<file path="config.mk">
export PLATFORM = sky130hd
export DESIGN_NAME = mdio_master
export DESIGN_NICKNAME = d
export VERILOG_FILES = /design/src/rtl/mdio_pkg.sv /design/src/rtl/mdio_mdc_gen.sv /design/src/rtl/mdio_frame_engine.sv /design/src/rtl/mdio_master.sv
export SDC_FILE = /design/constraint.sdc
export NUM_CORES = 1
export LEC_CHECK = 0
export CORE_ASPECT_RATIO = 0.6
export CORE_MARGIN = 2
export CORE_UTILIZATION = 38
export CTS_CLUSTER_DIAMETER = 80
export DETAILED_ROUTE_END_ITERATION = 10
export DONT_BUFFER_PORTS = 1
export HOLD_SLACK_MARGIN = 0.1
export PLACE_DENSITY = 0.64
export SLEW_MARGIN = 20
export SYNTH_ARGS = -nofsm -noshare
export SYNTH_HDL_FRONTEND = slang
export SYNTH_SLANG_ARGS = --single-unit
</file>
<file path="constraint.sdc">
create_clock -name clk -period 2.3 [get_ports clk]
set_input_delay 0.23 -clock clk [delete_from_list [all_inputs] [get_ports clk]]
set_output_delay 0.23 -clock clk [all_outputs]
set_load 0.05 [all_outputs]
</file>
<file path="src/rtl/mdio_pkg.sv">
// Shared definitions for the MDIO management master: register offsets,
// command-word bit positions and the stored command fields.
package mdio_pkg;
    localparam int unsigned BUS_W   = 32;
    localparam int unsigned OFS_W   = 5;
    localparam int unsigned FIELD_W = 5;
    localparam int unsigned DATA_W  = 16;
    localparam int unsigned PAT_W   = 3;
    localparam int unsigned GO_BIT  = 14;

    typedef enum logic [OFS_W-1:0] {
        OFS_CMD     = 5'h00,
        OFS_SCRATCH = 5'h04,
        OFS_WDATA   = 5'h08,
        OFS_RDATA   = 5'h0C,
        OFS_STAT    = 5'h10
    } reg_ofs_e;

    // Fields kept from the command word (bits 12:0).
    typedef struct packed {
        logic [PAT_W-1:0]   pat;
        logic [FIELD_W-1:0] phy;
        logic [FIELD_W-1:0] regn;
    } cmd_t;
endpackage

</file>
<file path="src/rtl/mdio_mdc_gen.sv">
// MDC generator: while run is high, toggles mdc every HALF system clocks,
// starting low. rise/fall strobe in the clock before mdc goes high/low.
// Assumes HALF >= 1. Holds mdc low and the divider cleared while idle.
module mdio_mdc_gen #(
    parameter int unsigned HALF = 25
) (
    input  logic clk,
    input  logic rst_n,
    input  logic run,
    output logic mdc,
    output logic rise,
    output logic fall
);
    localparam int unsigned CNT_W = $clog2(HALF + 1);

    logic [CNT_W-1:0] cnt_q;
    logic             mdc_q;
    logic             wrap;

    assign wrap = run && (cnt_q == CNT_W'(HALF - 1));

    // Divider counter and clock phase.
    always_ff @(posedge clk) begin
        if (!rst_n || !run) begin
            cnt_q <= '0;
            mdc_q <= 1'b0;
        end else if (wrap) begin
            cnt_q <= '0;
            mdc_q <= ~mdc_q;
        end else begin
            cnt_q <= cnt_q + 1'b1;
        end
    end

    assign mdc  = mdc_q;
    assign rise = wrap && !mdc_q;
    assign fall = wrap &&  mdc_q;
endmodule

</file>
<file path="src/rtl/mdio_frame_engine.sv">
// Frame engine: on start, loads a full management frame and shifts it out
// MSB first, advancing one bit per MDC fall. For reads, releases the line
// from the turnaround on, records a missing acknowledge and shifts in data.
// Assumes start arrives only while idle and rise/fall come from mdio_mdc_gen.
module mdio_frame_engine
    import mdio_pkg::*;
#(
    parameter int unsigned PRE_LEN = 32
) (
    input  logic              clk,
    input  logic              rst_n,
    input  logic              start,
    input  cmd_t              cmd,
    input  logic [DATA_W-1:0] wdata,
    input  logic              rise,
    input  logic              fall,
    input  logic              mdio_i,
    output logic              active,
    output logic              done,
    output logic              mdio_o,
    output logic              mdio_oe,
    output logic              no_resp,
    output logic [DATA_W-1:0] rx_data
);
    localparam int unsigned FRAME  = PRE_LEN + 32;
    localparam int unsigned CW     = $clog2(FRAME);
    localparam int unsigned TA1    = PRE_LEN + 14;
    localparam int unsigned TA2    = PRE_LEN + 15;
    localparam int unsigned DSTART = PRE_LEN + 16;

    logic [FRAME-1:0]  tx_q;
    logic [CW-1:0]     pos_q;
    logic              rd_q, active_q, oe_q, nack_q, done_q;
    logic [DATA_W-1:0] rx_q;
    logic [FRAME-1:0]  frame_w;
    logic              is_rd_w;

    assign is_rd_w = cmd.pat[1] && !cmd.pat[0];
    assign frame_w = {{PRE_LEN{1'b1}}, 2'b01, cmd.pat[1:0], cmd.phy, cmd.regn,
                      2'b10, wdata};

    // Frame sequencing, shift-out and shift-in.
    always_ff @(posedge clk) begin
        if (!rst_n) begin
            tx_q     <= '0;
            pos_q    <= '0;
            rd_q     <= 1'b0;
            active_q <= 1'b0;
            oe_q     <= 1'b0;
            nack_q   <= 1'b0;
            done_q   <= 1'b0;
            rx_q     <= '0;
        end else begin
            done_q <= 1'b0;
            if (start && !active_q) begin
                tx_q     <= frame_w;
                pos_q    <= '0;
                rd_q     <= is_rd_w;
                active_q <= 1'b1;
                oe_q     <= 1'b1;
                nack_q   <= 1'b0;
            end else if (active_q) begin
                if (rise && rd_q) begin
                    if (pos_q == CW'(TA2))
                        nack_q <= mdio_i;
                    if (pos_q >= CW'(DSTART))
                        rx_q <= {rx_q[DATA_W-2:0], mdio_i};
                end
                if (fall) begin
                    tx_q <= {tx_q[FRAME-2:0], 1'b0};
                    if (pos_q == CW'(FRAME - 1)) begin
                        active_q <= 1'b0;
                        oe_q     <= 1'b0;
                        done_q   <= 1'b1;
                    end else begin
                        pos_q <= pos_q + 1'b1;
                        if (rd_q && pos_q == CW'(TA1 - 1))
                            oe_q <= 1'b0;
                    end
                end
            end
        end
    end

    assign active  = active_q;
    assign done    = done_q;
    assign mdio_o  = tx_q[FRAME-1];
    assign mdio_oe = oe_q;
    assign no_resp = nack_q;
    assign rx_data = rx_q;
endmodule

</file>
<file path="src/rtl/mdio_master.sv">
// MDIO management master top: register bank, launch control, MDC divider
// and frame engine. Assumes reg_wr is a one-clock strobe; reads are
// combinational on reg_addr. One frame at a time; commands while busy drop.
module mdio_master
    import mdio_pkg::*;
#(
    parameter int unsigned MDC_HALF = 25,
    parameter int unsigned PRE_LEN  = 32
) (
    input  logic             clk,
    input  logic             rst_n,
    input  logic             reg_wr,
    input  logic [OFS_W-1:0] reg_addr,
    input  logic [BUS_W-1:0] reg_wdata,
    output logic [BUS_W-1:0] reg_rdata,
    output logic             mdc,
    output logic             mdio_o,
    output logic             mdio_oe,
    input  logic             mdio_i
);
    cmd_t              cmd_q;
    logic [BUS_W-1:0]  scratch_q;
    logic [DATA_W-1:0] wdata_q, rdata_q, eng_rx;
    logic              eng_active, eng_done, eng_nack;
    logic              mdc_rise, mdc_fall;
    logic              cmd_wr, launch, cmd_rd;

    assign cmd_wr = reg_wr && (reg_addr == OFS_CMD);
    assign launch = cmd_wr && !eng_active && reg_wdata[GO_BIT];
    assign cmd_rd = cmd_q.pat[1] && !cmd_q.pat[0];

    // Register bank writes and read-data capture at frame end.
    always_ff @(posedge clk) begin
        if (!rst_n) begin
            cmd_q     <= '0;
            scratch_q <= '0;
            wdata_q   <= '0;
            rdata_q   <= '0;
        end else begin
            if (cmd_wr && !eng_active)
                cmd_q <= cmd_t'(reg_wdata[$bits(cmd_t)-1:0]);
            if (reg_wr && reg_addr == OFS_SCRATCH)
                scratch_q <= reg_wdata;
            if (reg_wr && reg_addr == OFS_WDATA)
                wdata_q <= reg_wdata[DATA_W-1:0];
            if (eng_done && cmd_rd)
                rdata_q <= eng_rx;
        end
    end

    // Read-back multiplexer.
    always_comb begin
        reg_rdata = '0;
        case (reg_addr)
            OFS_CMD:     reg_rdata = {17'b0, eng_active, 1'b0, cmd_q};
            OFS_SCRATCH: reg_rdata = scratch_q;
            OFS_WDATA:   reg_rdata = {16'b0, wdata_q};
            OFS_RDATA:   reg_rdata = {16'b0, rdata_q};
            OFS_STAT:    reg_rdata = {30'b0, eng_nack, 1'b0};
            default:     reg_rdata = '0;
        endcase
    end

    mdio_mdc_gen #(.HALF(MDC_HALF)) u_mdc (
        .clk  (clk),
        .rst_n(rst_n),
        .run  (eng_active),
        .mdc  (mdc),
        .rise (mdc_rise),
        .fall (mdc_fall)
    );

    mdio_frame_engine #(.PRE_LEN(PRE_LEN)) u_eng (
        .clk    (clk),
        .rst_n  (rst_n),
        .start  (launch),
        .cmd    (cmd_t'(reg_wdata[$bits(cmd_t)-1:0])),
        .wdata  (wdata_q),
        .rise   (mdc_rise),
        .fall   (mdc_fall),
        .mdio_i (mdio_i),
        .active (eng_active),
        .done   (eng_done),
        .mdio_o (mdio_o),
        .mdio_oe(mdio_oe),
        .no_resp(eng_nack),
        .rx_data(eng_rx)
    );
endmodule

</file>
* Yosys cells after proc, flatten, opt, wreduce, memory -nomap -nowiden *
Cells that the tools add are included.

word-level totals
  output and inout bits = 35
  register bits = 174
  logic and storage cells = 81
  input port bits = 41

operators by class
  bitwise logic cells = 6
  magnitude comparators = 1
  eq/ne operators = 8
  $add $sub $neg = 2
  muxes and demuxes = 14
  reductions and logical operators = 33

operator list
  cell                                                              number
  64-bit 2-to-1 mux                                                 3
  32-bit case mux with 5 select lines                               1
  6-bit == test (second input constant)                             3
  1-bit logical AND                                                 14
  5-bit by 4-bit == test with 1-bit output (second input constant)  2
  5-bit == test (second input constant)                             2
  1-bit 2-to-1 mux                                                  10
  3-bit AND reduction                                               3
  6-bit by 1-bit adder with 6-bit output (second input constant)    1
  6-bit greater-or-equal comparator (second input constant)         1
  1-bit NOT                                                         6
  5-bit by 1-bit adder with 5-bit output (second input constant)    1
  5-bit by 3-bit == test with 1-bit output (second input constant)  1
  1-bit zero test                                                   5
  5-bit zero test                                                   1
  2-bit AND reduction                                               2
  4-bit AND reduction                                               1
  2-bit nonzero test                                                2
  2-bit OR reduction                                                2
  4-bit OR reduction                                                1
  3-bit nonzero test                                                1
  1-bit logical OR                                                  1

* Depth between registers and ports, before layout *
Gate-level depths: netlist (run 1).

  depth in word-level cells = 7
  gate-level depth with buffers = 8
  mapped depth without buffers = 6

* By module *
Synthesis (run 1) repeated with hierarchy kept, for this count alone.

unflattened totals
  cell total of the unflattened synthesis = 771
  area total of the unflattened synthesis = 7254.5 sq um

modules (own cells, without submodules)
  module             instances  cells each  area each (sq um)
  mdio_master        1          391         3510.9
  mdio_frame_engine  1          352         3470.8
  mdio_mdc_gen       1          28          272.8

* Worst setup path after synthesis (run 1) *
Ideal clock, no wire load.

  path kind = input -> output
  from = input reg_addr[1]
  to = output reg_rdata[12]
  data arrival time = 1.540 ns
  slack = 0.530 ns
  required time = 2.070 ns
  cell stages on the path = 5
  buffers on the path = 1
  path through = or3_4 > nor3_2 > buf_2 > a222oi_1 > nand2_1

on the way
  longest elaborated chain between the ends = 2
  elaborated cells between the ends (all ways) = 6

ends and longest elaborated chain
  element                                      RTL line           RTL
  start, declared                              mdio_master.sv:13  input logic [OFS_W-1:0] reg_addr,
  5-bit == test, or another cell as far along  mdio_master.sv:54  case (reg_addr)
  32-bit case mux with 5 select lines (*)      mdio_master.sv:54
  end, declared                                mdio_master.sv:15  output logic [BUS_W-1:0] reg_rdata,

Every way passes the cells marked *; elsewhere a longest branch is shown, timed or not.

* Worst setup path after layout (run 1) *
  from = register u_mdc.cnt_q[0]
  to = register u_eng.rx_q[0], in the netlist u_eng.rx_data[0]

on the way
  longest elaborated chain between the ends = 5

ends and longest elaborated chain
  element                        RTL line                 RTL
  start, declared                mdio_mdc_gen.sv:16       logic [CNT_W-1:0] cnt_q;
  start signal, assigned         mdio_mdc_gen.sv:31       cnt_q <= cnt_q + 1'b1;
  5-bit == test                  mdio_mdc_gen.sv:20       assign wrap = run && (cnt_q == CNT_W'(HALF - 1));
  1-bit logical AND              mdio_mdc_gen.sv:20
  1-bit logical AND              mdio_mdc_gen.sv:36       assign rise = wrap && !mdc_q;
  1-bit logical AND              mdio_frame_engine.sv:63  if (rise && rd_q) begin
  4-bit AND reduction (no line)  n/a
  end signal, assigned           mdio_frame_engine.sv:67  rx_q <= {rx_q[DATA_W-2:0], mdio_i};
  end, declared                  mdio_frame_engine.sv:34  logic [DATA_W-1:0] rx_q;

Every way passes these cells.
A chain may end at the register's enable or synchronous reset.

==> results of run 1 <==
## what timing repair did
action	CTS	global route
endpoints found under the setup margin	0	27
hold buffers	92	0
endpoints found under the hold margin	109	0
resized for setup	0	5
## Yosys cell counts, types with 3 or more instances
cell type / n / area, um2
nand2_1: 222 / 833
dfxtp_1: 174 / 3480
a21oi_1: 97 / 485
nand3_1: 87 / 435
o21ai_0: 71 / 355
clkbuf_1: 47 / 176
o21ai_1: 31 / 155
a31oi_1: 24 / 150
and3_1: 18 / 113
a222oi_1: 13 / 130
buf_2: 11 / 55.1
nor2_1: 11 / 41.3
buf_1: 6 / 22.5
buf_6: 6 / 67.6
inv_1: 5 / 18.8
a211oi_1: 4 / 30.0
and4b_1: 4 / 40.0
buf_4: 4 / 30.0
ha_1: 4 / 50.1
nor3_1: 4 / 20.0
and2_1: 3 / 18.8
nand3b_1: 3 / 22.5
xnor2_1: 3 / 26.3
## state kept, by name (all words and copies together) (netlist names), 5 cells and up
register / count
u_eng.pos_q: 6
cmd_q: 13
rdata_q: 16
u_eng.tx_q: 64
wdata_q: 16
u_eng.rx_data: 16
scratch_q: 32
u_mdc.cnt_q: 5
## worst register-to-register path: stages (launching register included)
cell and delay [ps]:
dfxtp_1 370, inv_1 60, ha_1 240, and4b_1 270
nand3_1 100, buf_4 280, o21ai_0 140, dlygate4sd3_1 570
## area by class of cell
cell class                 instances  share of cell area [%]
clock buffer                      18                    4.83
multi-input combinational        630                    35.3
timing repair buffer             133                    16.5
clock inverter                    13                    1.43
tap                              240                    3.30
sequential                       174                    38.3
inverter                           6                   0.248
## per-layer routing
metal	up-vias	wire length, um	share of wire (%)
met1	3107	10100	49
met5	-	0	0
met3	13	2070	10
met4	0	132	0.65
li1	3240	-	-
met2	251	8070	40
## cells by family (layout without fill, tap and decap cells)
group / Yosys count / after routing / synth area share [%]
and+or+nand+nor: 368 / 368 / 23.9
buffers and inverters: 80 / 170 / 5.30
DFF: 174 / 174 / 49.3
AOI/OAI and AO/OA: 251 / 251 / 19.8
muxes: 2 / 2 / 0.301
xor gates and xnor gates: 5 / 5 / 0.620
adders and majority gates: 4 / 4 / 0.709
## stage by stage
step,worst slack (ps),hold slack [ps]
final,149,158
after global routing,5.74,168
after CTS,105,143
after detailed placement,410,376
after global placement,410,368
after floorplan,530,360
## power breakdown
part	internal (mW)	leakage, nW	switching, mW
Clock	1.54	0.272	1.29
Combinational	0.0869	1.49	0.123
Sequential	3.03	1.40	0.0112
## how the worst max path moves through the flow
stage / from / to / slack (ps)
6_report: u_mdc.cnt_q[0] / u_eng.rx_data[0] / 150
5_1_grt: u_mdc.cnt_q[0] / u_eng.rx_data[0] / 6
4_1_cts: reg_addr[1] / scratch_q[10] / 100
3_5_place_dp: reg_addr[1] / u_eng.done / 410
3_3_place_gp: reg_addr[1] / u_eng.done / 410
2_1_floorplan: reg_addr[1] / reg_rdata[12] / 530
==> key figures, run 1 <==
Critical path
  – CP Class: flop to flop
  – R2r startpoint: u_mdc.cnt_q[0]
  – Buf/Inv on CP: 3
  – Reg2reg path depth: 7
  – Worst R2R End: u_eng.rx_data[0]
  – Max stage delay cell, worst path: dlygate4sd3_1
  – Critical path's top delay family: buffers and inverters
  – Crit-path cells: inv_1 > ha_1 > and4b_1 > nand3_1 > buf_4 > o21ai_0 > dlygate4sd3_1
  – Crit. End Element: flop
  – Critical Path AT: 2460 ps
  – Worst reg2reg setup slack: 150 ps
  – Worst setup SP type: flop
  – Crit Path Max Fanout: 32
  – Critical path data required time: 2610 ps
  – CP max stage delay: 560 ps
  – CP Depth: 7

Timing
  – RSZ-0062 raised after global routing: no
  – Tmin final: 2150 ps
  – Sum of negative setup slack: 0 ps
  – Worst clock skew: 9.10 ps
  – Slew @ Worst Pin: 594 ps
  – Rel. slew slack: 60.3%
  – Fmax: 465 MHz
  – Max-slew violations: 0
  – Final period util: 93.5%
  – Final Hold Viols: 0
  – Final setup vio count: 0

Route
  – 1st-iter DRT viols: 565
  – Drt pass-1 iters: 7
  – Vias: 6611
  – ANT nets after route: 0
  – Routed length per instance: 16.8 um
  – Remaining DRCs: 0
  – DR vias/cell: 5.45
  – Final WL: 20.3 mm

Finish
  – Diodes inserted: 0
  – Fraction of layout cells with a size suffix above 1: 8.83%
  – Most frequent cells in the layout: 222 x nand2_1, 174 x dfxtp_1, 97 x a21oi_1
  – Most common cell after layout, fill and taps aside: nand2_1
  – Multi-input logic area: 0.00321 mm2
  – Final nets: 1007
  – Final instance area: 0.00909 mm2
  – Non-Filler Instances: 1214
  – Fillers: 1663
  – Util after Layout: 50.2%
  – Area growth, synth to finish: 28.8%
  – Sequential cell area: 0.00348 mm2

Run
  – Max cap viols: 0

Power
  – Pwr Density: 669 mW/mm2
  – Pwr Total: 6.08 mW
  – VDD IR max: 0.000587 V
  – Pleak: 3.17 nW

GRT
  – Gr ovfl total: 0
  – Initial antenna violation count: 0
  – GRT met2 Usage: 29.4%
  – GRT met3 Usage: 6.99%
  – Busiest grt layer: met1
  – Total GRT Usage: 21.0%
  – First-pass GRT wire length: 32.8 mm
  – Vias in the first global route: 6075
  – Met1 usage: 30.7%
  – Pin count of the biggest net entering global routing: 113

Die
  – Initial core utilization: 39.0%
  – # rows: 38
  – Die ar.: 0.0197 mm2
  – Core area: 0.0181 mm2
  – Boundary Pins: 76
  – Chip Height: 110 um
  – Die width: 180 um

Logic synthesis
  – Gate count after technology mapping: 884
  – Synthesized area per cell: 7.99 um2
  – Seq/Total Area, Yosys: 49.3%
  – Number of synthesized flops with an enable pin: 0
  – Mapped cell area: 0.00706 mm2
  – #FFs+latches synth: 174
  – Net Count, Synth: 929
  – Dominant synthesized flop cell: dfxtp_1
  – Warnings from Yosys: 0
  – Synth async-reset ratio: 0%
  – Post-synth cell types: 47

CTS
  – Clk buf depth: 2
  – Worst skew pair latency: 430 ps
  – Root Driver: clkbuf_16
  – Post-CTS setup buffers: 0
  – Total CTS buffers: 17
  – CTS tree: built
  – CTS Sinks: 174
  – H-tree levels: 4
  – Reg clk slew, reported paths: 70 ps

Hold path
  – HP Class: primary input to flop
  – Hold depth: 2
  – Worst hold endpoint: wdata_q[2]
  – HP Start: reg_addr[3]

Placed design
  – DP Wirelength: 11.8 mm
  – Dpl cells: 1091
  – Routability cong.: 0.856
  – Post-place instance area: 0.00756 mm2
  – Port Buf Inserts: 0

Status
  – Status: finished clean
No activity file was read; power rests on OpenSTA's default activity.
==> run 2: changes to the inputs <==
--- a/config.mk
+++ b/config.mk
@@ -16,4 +16,5 @@
 export SLEW_MARGIN = 20
 export SYNTH_ARGS = -nofsm -noshare
 export SYNTH_HDL_FRONTEND = slang
+export SYNTH_HIERARCHICAL = 1
 export SYNTH_SLANG_ARGS = --single-unit
==> run 2 against run 1 <==
  * Clock power up 16%
  * Non-clock buffer count down 6
  * First-iteration DRC count up 4.2%
  * Die area up 2.7%
  * Final cell count down 8.5%
  * Utilization down 0.52 points
  * Total power up 7.5%
  * Worst setup slack worse by 57 ps
  * Sequential cell count unchanged
  * Maximum frequency down 2.6%
  * Final area up 3.2%
  * Synthesized area up 2.8%
  * Critical endpoint is now u_eng/rd_q
  * Largest power group is now clock
==> key figures, run 2 <==
Placed design
  – DP Wirelength: 11.8 mm
  – Dpl cells: 1006
  – Routability cong.: 0.832
  – Port Buf Inserts: 0
  – Setup slack at placement: 49.6 ps

Logic synthesis
  – Synth area leader: dfxtp_1
  – Largest cells by area after synthesis: dfxtp_1 48%, mux2i_1 12%, nand2_1 8.7%
  – Mapped cell area: 0.00725 mm2
  – Net Count, Synth: 816
  – Gate count after technology mapping: 771
  – Seq/Total Area, Yosys: 48.0%
  – Post-synth cell types: 52
  – Post-synth top cells: 174 x dfxtp_1, 169 x nand2_1, 90 x mux2i_1, 48 x a21oi_1, 35 x clkbuf_1
  – Synth async-reset ratio: 0%
  – Number of synthesized flops with an enable pin: 0
  – #FFs+latches synth: 174
  – Warnings from Yosys: 6
  – Synthesized area per cell: 9.41 um2
  – Dominant synthesized flop cell: dfxtp_1
  – Most common cell in the netlist: dfxtp_1
  – Area fraction of the dominant cell type after synthesis: 48.0%

Route
  – DR vias/cell: 5.34
  – Vias: 5936
  – Drt pass-1 iters: 5
  – ANT nets after route: 0
  – Final WL: 18.9 mm
  – Remaining DRCs: 0
  – 1st-iter DRT viols: 589
  – Routed length per instance: 17.0 um

Power
  – Pleak: 3.47 nW
  – Pwr Density: 697 mW/mm2
  – Pwr Total: 6.53 mW
  – VDD IR max: 0.000366 V

GRT
  – Total GRT Usage: 19.2%
  – Gr ovfl total: 0
  – Initial antenna violation count: 0
  – Pin count of the biggest net entering global routing: 113
  – First-pass GRT wire length: 30.9 mm
  – Vias in the first global route: 5615

Die
  – Die width: 182 um
  – # rows: 39
  – Chip Height: 111 um
  – Core area: 0.0189 mm2
  – Die ar.: 0.0202 mm2
  – Boundary Pins: 76
  – Initial core utilization: 38.4%

Timing
  – Tmin final: 2210 ps
  – RSZ-0062 raised after global routing: yes
  – Post-route setup slack: 91.2 ps
  – Final period util: 96.0%
  – Final setup vio count: 0
  – Fmax: 453 MHz
  – Rel. slew slack: 43.5%
  – Final Hold Viols: 0
  – Max-slew violations: 0
  – Slew @ Worst Pin: 844 ps
  – Final hold slack: 167 ps
  – Worst clock skew: 11.2 ps

Critical path
  – Critical Path AT: 2550 ps
  – Crit Path Max Fanout: 11
  – CP max stage delay: 560 ps
  – Critical path data required time: 2640 ps
  – CP Class: flop to flop
  – Worst setup SP type: flop
  – Max stage delay cell, worst path: dlygate4sd3_1
  – Crit-path cells: or3_1 > nor2_4 > nor2b_4 > buf_12 > nand3b_1 > dlygate4sd3_1 > a21oi_1
  – Crit. End Element: flop

Status
  – Status: finished clean

CTS
  – Total CTS buffers: 17
  – Root Driver: clkbuf_16
  – CTS tree: built
  – H-tree levels: 4
  – Clk buf depth: 2
  – Reg clk slew, reported paths: 60 ps
  – CTS Sinks: 174
  – Worst skew pair latency: 420 ps

Hold path
  – HP Class: primary input to flop

Finish
  – Diodes inserted: 0
  – Fillers: 1664
  – Area growth, synth to finish: 29.3%
  – Util after Layout: 49.7%
  – Max reg flops: 64
  – Most frequent cells in the layout: 174 x dfxtp_1, 168 x nand2_1, 90 x mux2i_1
  – Final nets: 897
  – Top reg by flops: u_eng/tx_q
  – Non-Filler Instances: 1111
  – Most common cell after layout, fill and taps aside: dfxtp_1
  – Fraction of layout cells with a size suffix above 1: 15.7%
  – Largest registers: u_eng/tx_q (64), scratch_q (32)

Run
  – Max cap viols: 0
[run 2: cell type report]
cell class / instances / area, um2 / area share (%)
Clock buffer: 19 / 453 / 4.83
Multi-Input combinational cell: 523 / 3440 / 36.7
Sequential cell: 174 / 3480 / 37.1
Tap cell: 246 / 308 / 3.28
Timing Repair Buffer: 127 / 1440 / 15.4
Clock inverter: 13 / 221 / 2.36
Inverter: 9 / 33.8 / 0.360
[run 2: worst paths after layout]
path	from	end	slack [ps]	depth (start not counted)
worst max-delay path	u_eng/active	u_eng/rd_q	90	7
worst min-delay path	rst_n	u_eng/tx_q[25]	170	2
worst max register to register	u_eng/active	u_eng/rd_q	90	7
worst min register to register	u_eng/tx_q[9]	u_eng/tx_q[9]	460	2
[run 2: routing by layer]
metal	routed length (um)	part of all wire, %	track usage (%)
met1	9460	50	28.2
met2	8310	44	28.1
met3	930	4.9	4.80
met4	166	0.88	4.78
met5	0	0	0
[run 2: kinds of logic after synthesis]
group / after synthesis / share of synthesized area, %
AND/OR/NAND/NOR: 251 / 15.8
flip-flops: 174 / 48.0
AO/OA/AOI/OAI: 172 / 17.1
multiplexers: 92 / 12.9
buffers and inverters: 74 / 5.05
XOR/XNOR: 4 / 0.483
adder cells (fa/ha/maj): 4 / 0.690
[run 2: what timing repair did]
action / in CTS / in global routing
setup buffers: 0 / 0
endpoints found under the setup margin: 0 / 3
hold buffers: 73 / 0
gates resized for setup: 0 / 2
hold endpoints to repair: 135 / 0
[run 2: metrics by stage]
step                      setup TNS (ps)  cell area (um2)
after floorplan                    -1990             7270
after global placement                 0             7950
after detailed placement               0             7950
after CTS                              0             9370
after global routing               -18.6             9380
final                                  0             9380
[run 2: power breakdown]
part	internal [mW]	switching [mW]
clock	2.02	1.26
sequential	3.02	0.00946
combinational	0.111	0.112
[run 2: worst max-delay path: cells and delay by family (launching register included)]
kind,cells,cell delay (ps)
simple gates,4,910
buf+inv,2,690
flops,1,380
compound gates,1,150
==> run 3: changes to the inputs <==
--- a/config.mk
+++ b/config.mk
@@ -11,9 +11,10 @@
 export CTS_CLUSTER_DIAMETER = 80
 export DETAILED_ROUTE_END_ITERATION = 10
 export DONT_BUFFER_PORTS = 1
+export GPL_TIMING_DRIVEN = 0
 export HOLD_SLACK_MARGIN = 0.1
 export PLACE_DENSITY = 0.64
-export SLEW_MARGIN = 20
+export SLEW_MARGIN = 15
 export SYNTH_ARGS = -nofsm -noshare
 export SYNTH_HDL_FRONTEND = slang
 export SYNTH_HIERARCHICAL = 1
==> run 3 against run 2 <==
  * Total power decreased by 3.6%
  * Register-to-register slack better by 70 ps
  * Clock power shrank 7.9%
  * Clock skew down 2.9 ps
  * Highest routed layer unchanged
  * Critical path type is now primary input to output port
  * Sequential share of layout area increased by 3.1 points
  * Maximum frequency decreased by 6.4%
  * Wire length is 4.2% higher
  * The run now ends with negative setup slack left
==> key figures, run 3 (synthesized netlist as in run 2, its figures left out) <==
Status
  – Status: finished, violations left
  – Violations in the final reports: negative setup slack

Hold path
  – HP Start: reg_wr
  – HP Class: primary input to flop
  – Hold depth: 3
  – Worst hold endpoint: wdata_q[15]

GRT
  – Gr ovfl total: 0
  – First-pass GRT wire length: 30.5 mm
  – Initial antenna violation count: 0
  – Vias in the first global route: 5376
  – Pin count of the biggest net entering global routing: 18
  – Total GRT Usage: 19.5%

Timing
  – Worst clock skew: 8.33 ps
  – Fmax: 424 MHz
  – Final Hold Viols: 0
  – Sum of negative setup slack: -448 ps
  – Post-route setup slack: -60.7 ps
  – Tmin final: 2360 ps
  – Final period util: 103%
  – Slew @ Worst Pin: 814 ps
  – RSZ-0062 raised after global routing: yes
  – Max-slew violations: 0
  – Final setup vio count: 13
  – Rel. slew slack: 45.7%

Finish
  – Area growth, synth to finish: 19.5%
  – Max reg flops: 64
  – Top reg by flops: u_eng/tx_q
  – Most frequent cells in the layout: 173 x dfxtp_1, 168 x nand2_1, 90 x mux2i_1
  – Fraction of layout cells with a size suffix above 1: 16.4%
  – Non-Filler Instances: 1083
  – Largest registers: u_eng/tx_q (64), scratch_q (32)
  – Final nets: 869
  – Most common cell after layout, fill and taps aside: dfxtp_1
  – Util after Layout: 45.9%
  – Diodes inserted: 0

Critical path
  – Reg2reg path depth: 8
  – Critical path's top delay family: buffers and inverters
  – CP Class: primary input to output port
  – R2r startpoint: u_mdc/cnt_q[0]
  – Crit Path Max Fanout: 10
  – Worst R2R End: u_eng/tx_q[19]
  – Cell repeated most along the worst path: clkbuf_1
  – Crit. End Element: output port
  – Buf/Inv on CP: 2
  – CP max stage delay: 660 ps
  – Worst setup SP type: primary input
  – Crit-path cells: or4b_1 > clkbuf_1 > clkbuf_1 > o22ai_2
  – Critical Path AT: 2130 ps
  – Max stage delay cell, worst path: o22ai_2
  – Critical path data required time: 2070 ps
  – Worst reg2reg setup slack: 160 ps

CTS
  – Post-CTS setup buffers: 0
  – Worst skew pair latency: 430 ps
  – H-tree levels: 4
  – Total CTS buffers: 17
  – CTS Sinks: 174
  – Root Driver: clkbuf_16
  – Reg clk slew, reported paths: 70 ps
  – CTS tree: built
  – Clk buf depth: 2

Power
  – Pwr Total: 6.30 mW
  – Pwr Density: 727 mW/mm2
  – Pleak: 3.11 nW
  – VDD IR max: 0.000496 V

Route
  – DR vias/cell: 5.42
  – Routed length per instance: 18.1 um
  – Drt pass-1 iters: 5
  – Final WL: 19.7 mm
  – Vias: 5867
  – ANT nets after route: 0
  – 1st-iter DRT viols: 500
  – Remaining DRCs: 0

Die
  – Initial core utilization: 38.4%
  – Die width: 182 um
  – Chip Height: 111 um
  – Die ar.: 0.0202 mm2
  – # rows: 39
  – Boundary Pins: 76
  – Core area: 0.0189 mm2

Placed design
  – DP Wirelength: 14.0 mm
  – Port Buf Inserts: 0
  – Setup slack at placement: -312 ps
  – Routability cong.: 0.834
  – Dpl cells: 1017

Run
  – Max cap viols: 0
-- run 3: cell types whose count changed in the layout (fill, tap and decap cells not counted), sizes merged --
cell         delta
bufinv          -3
clkinv          +3
clkbuf         +37
clkinvlp        +1
buf            -28
dlygate4sd3    -38
-- run 3: timing repair --
action,4_1_cts,5_1_grt
endpoints found under the setup margin,24,61
gates cloned,0,0
endpoints found under the hold margin,87,0
hold buffers,34,0
resized for setup,11,29
-- run 3: metrics by stage --
step	hold WS, ps	area (um2)
after floorplan	372	7270
after global placement	378	7580
after detailed placement	382	7580
after CTS	128	8610
after global routing	139	8670
final	143	8670
-- run 3: worst max path at each step --
stage,from,endpoint,slack [ps],depth (start not counted)
after floorplan,reg_addr[1],u_eng/rd_q,-70,11
after global placement,reg_addr[3],reg_rdata[3],-310,4
after detailed placement,reg_addr[1],u_eng/tx_q[29],-310,11
after CTS,reg_addr[3],reg_rdata[3],-290,4
after global routing,reg_addr[1],reg_rdata[7],-140,4
final,reg_addr[1],reg_rdata[10],-60,4
-- run 3: layout make-up --
| cell class | count | area (um2) |
|---|---|---|
| repair buffers | 34 | 340 |
| fillers | 1817 | 10200 |
| plain buffers | 65 | 344 |
| clock buffers | 18 | 439 |
| multi-input cells | 523 | 3540 |
| flip-flops and latches | 174 | 3480 |
| well taps | 246 | 308 |
| clock inverters | 14 | 175 |
| inverters | 9 | 33.8 |
-- run 3: metal layers --
metal	track usage, %	up-vias	wire (um)
li1	-	2835	-
met1	30.2	2867	10100
met3	6.27	11	1440
met5	0	-	0
met4	4.89	0	190
met2	25.5	154	7900
-- run 3: power breakdown --
part / internal (mW) / total (mW) / switching [mW]
Clock: 1.68 / 3.02 / 1.35
Combinational: 0.0939 / 0.246 / 0.152
Sequential: 3.02 / 3.03 / 0.00990
Total: 4.79 / 6.30 / 1.51
-- run 3: worst register-to-register path: stages (launching register included) --
cell	delay, ps
dfxtp_1	380
inv_1	60
ha_1	190
and4b_2	250
and3_2	270
mux2i_4	350
buf_2	330
nand2_1	90
a21oi_1	150
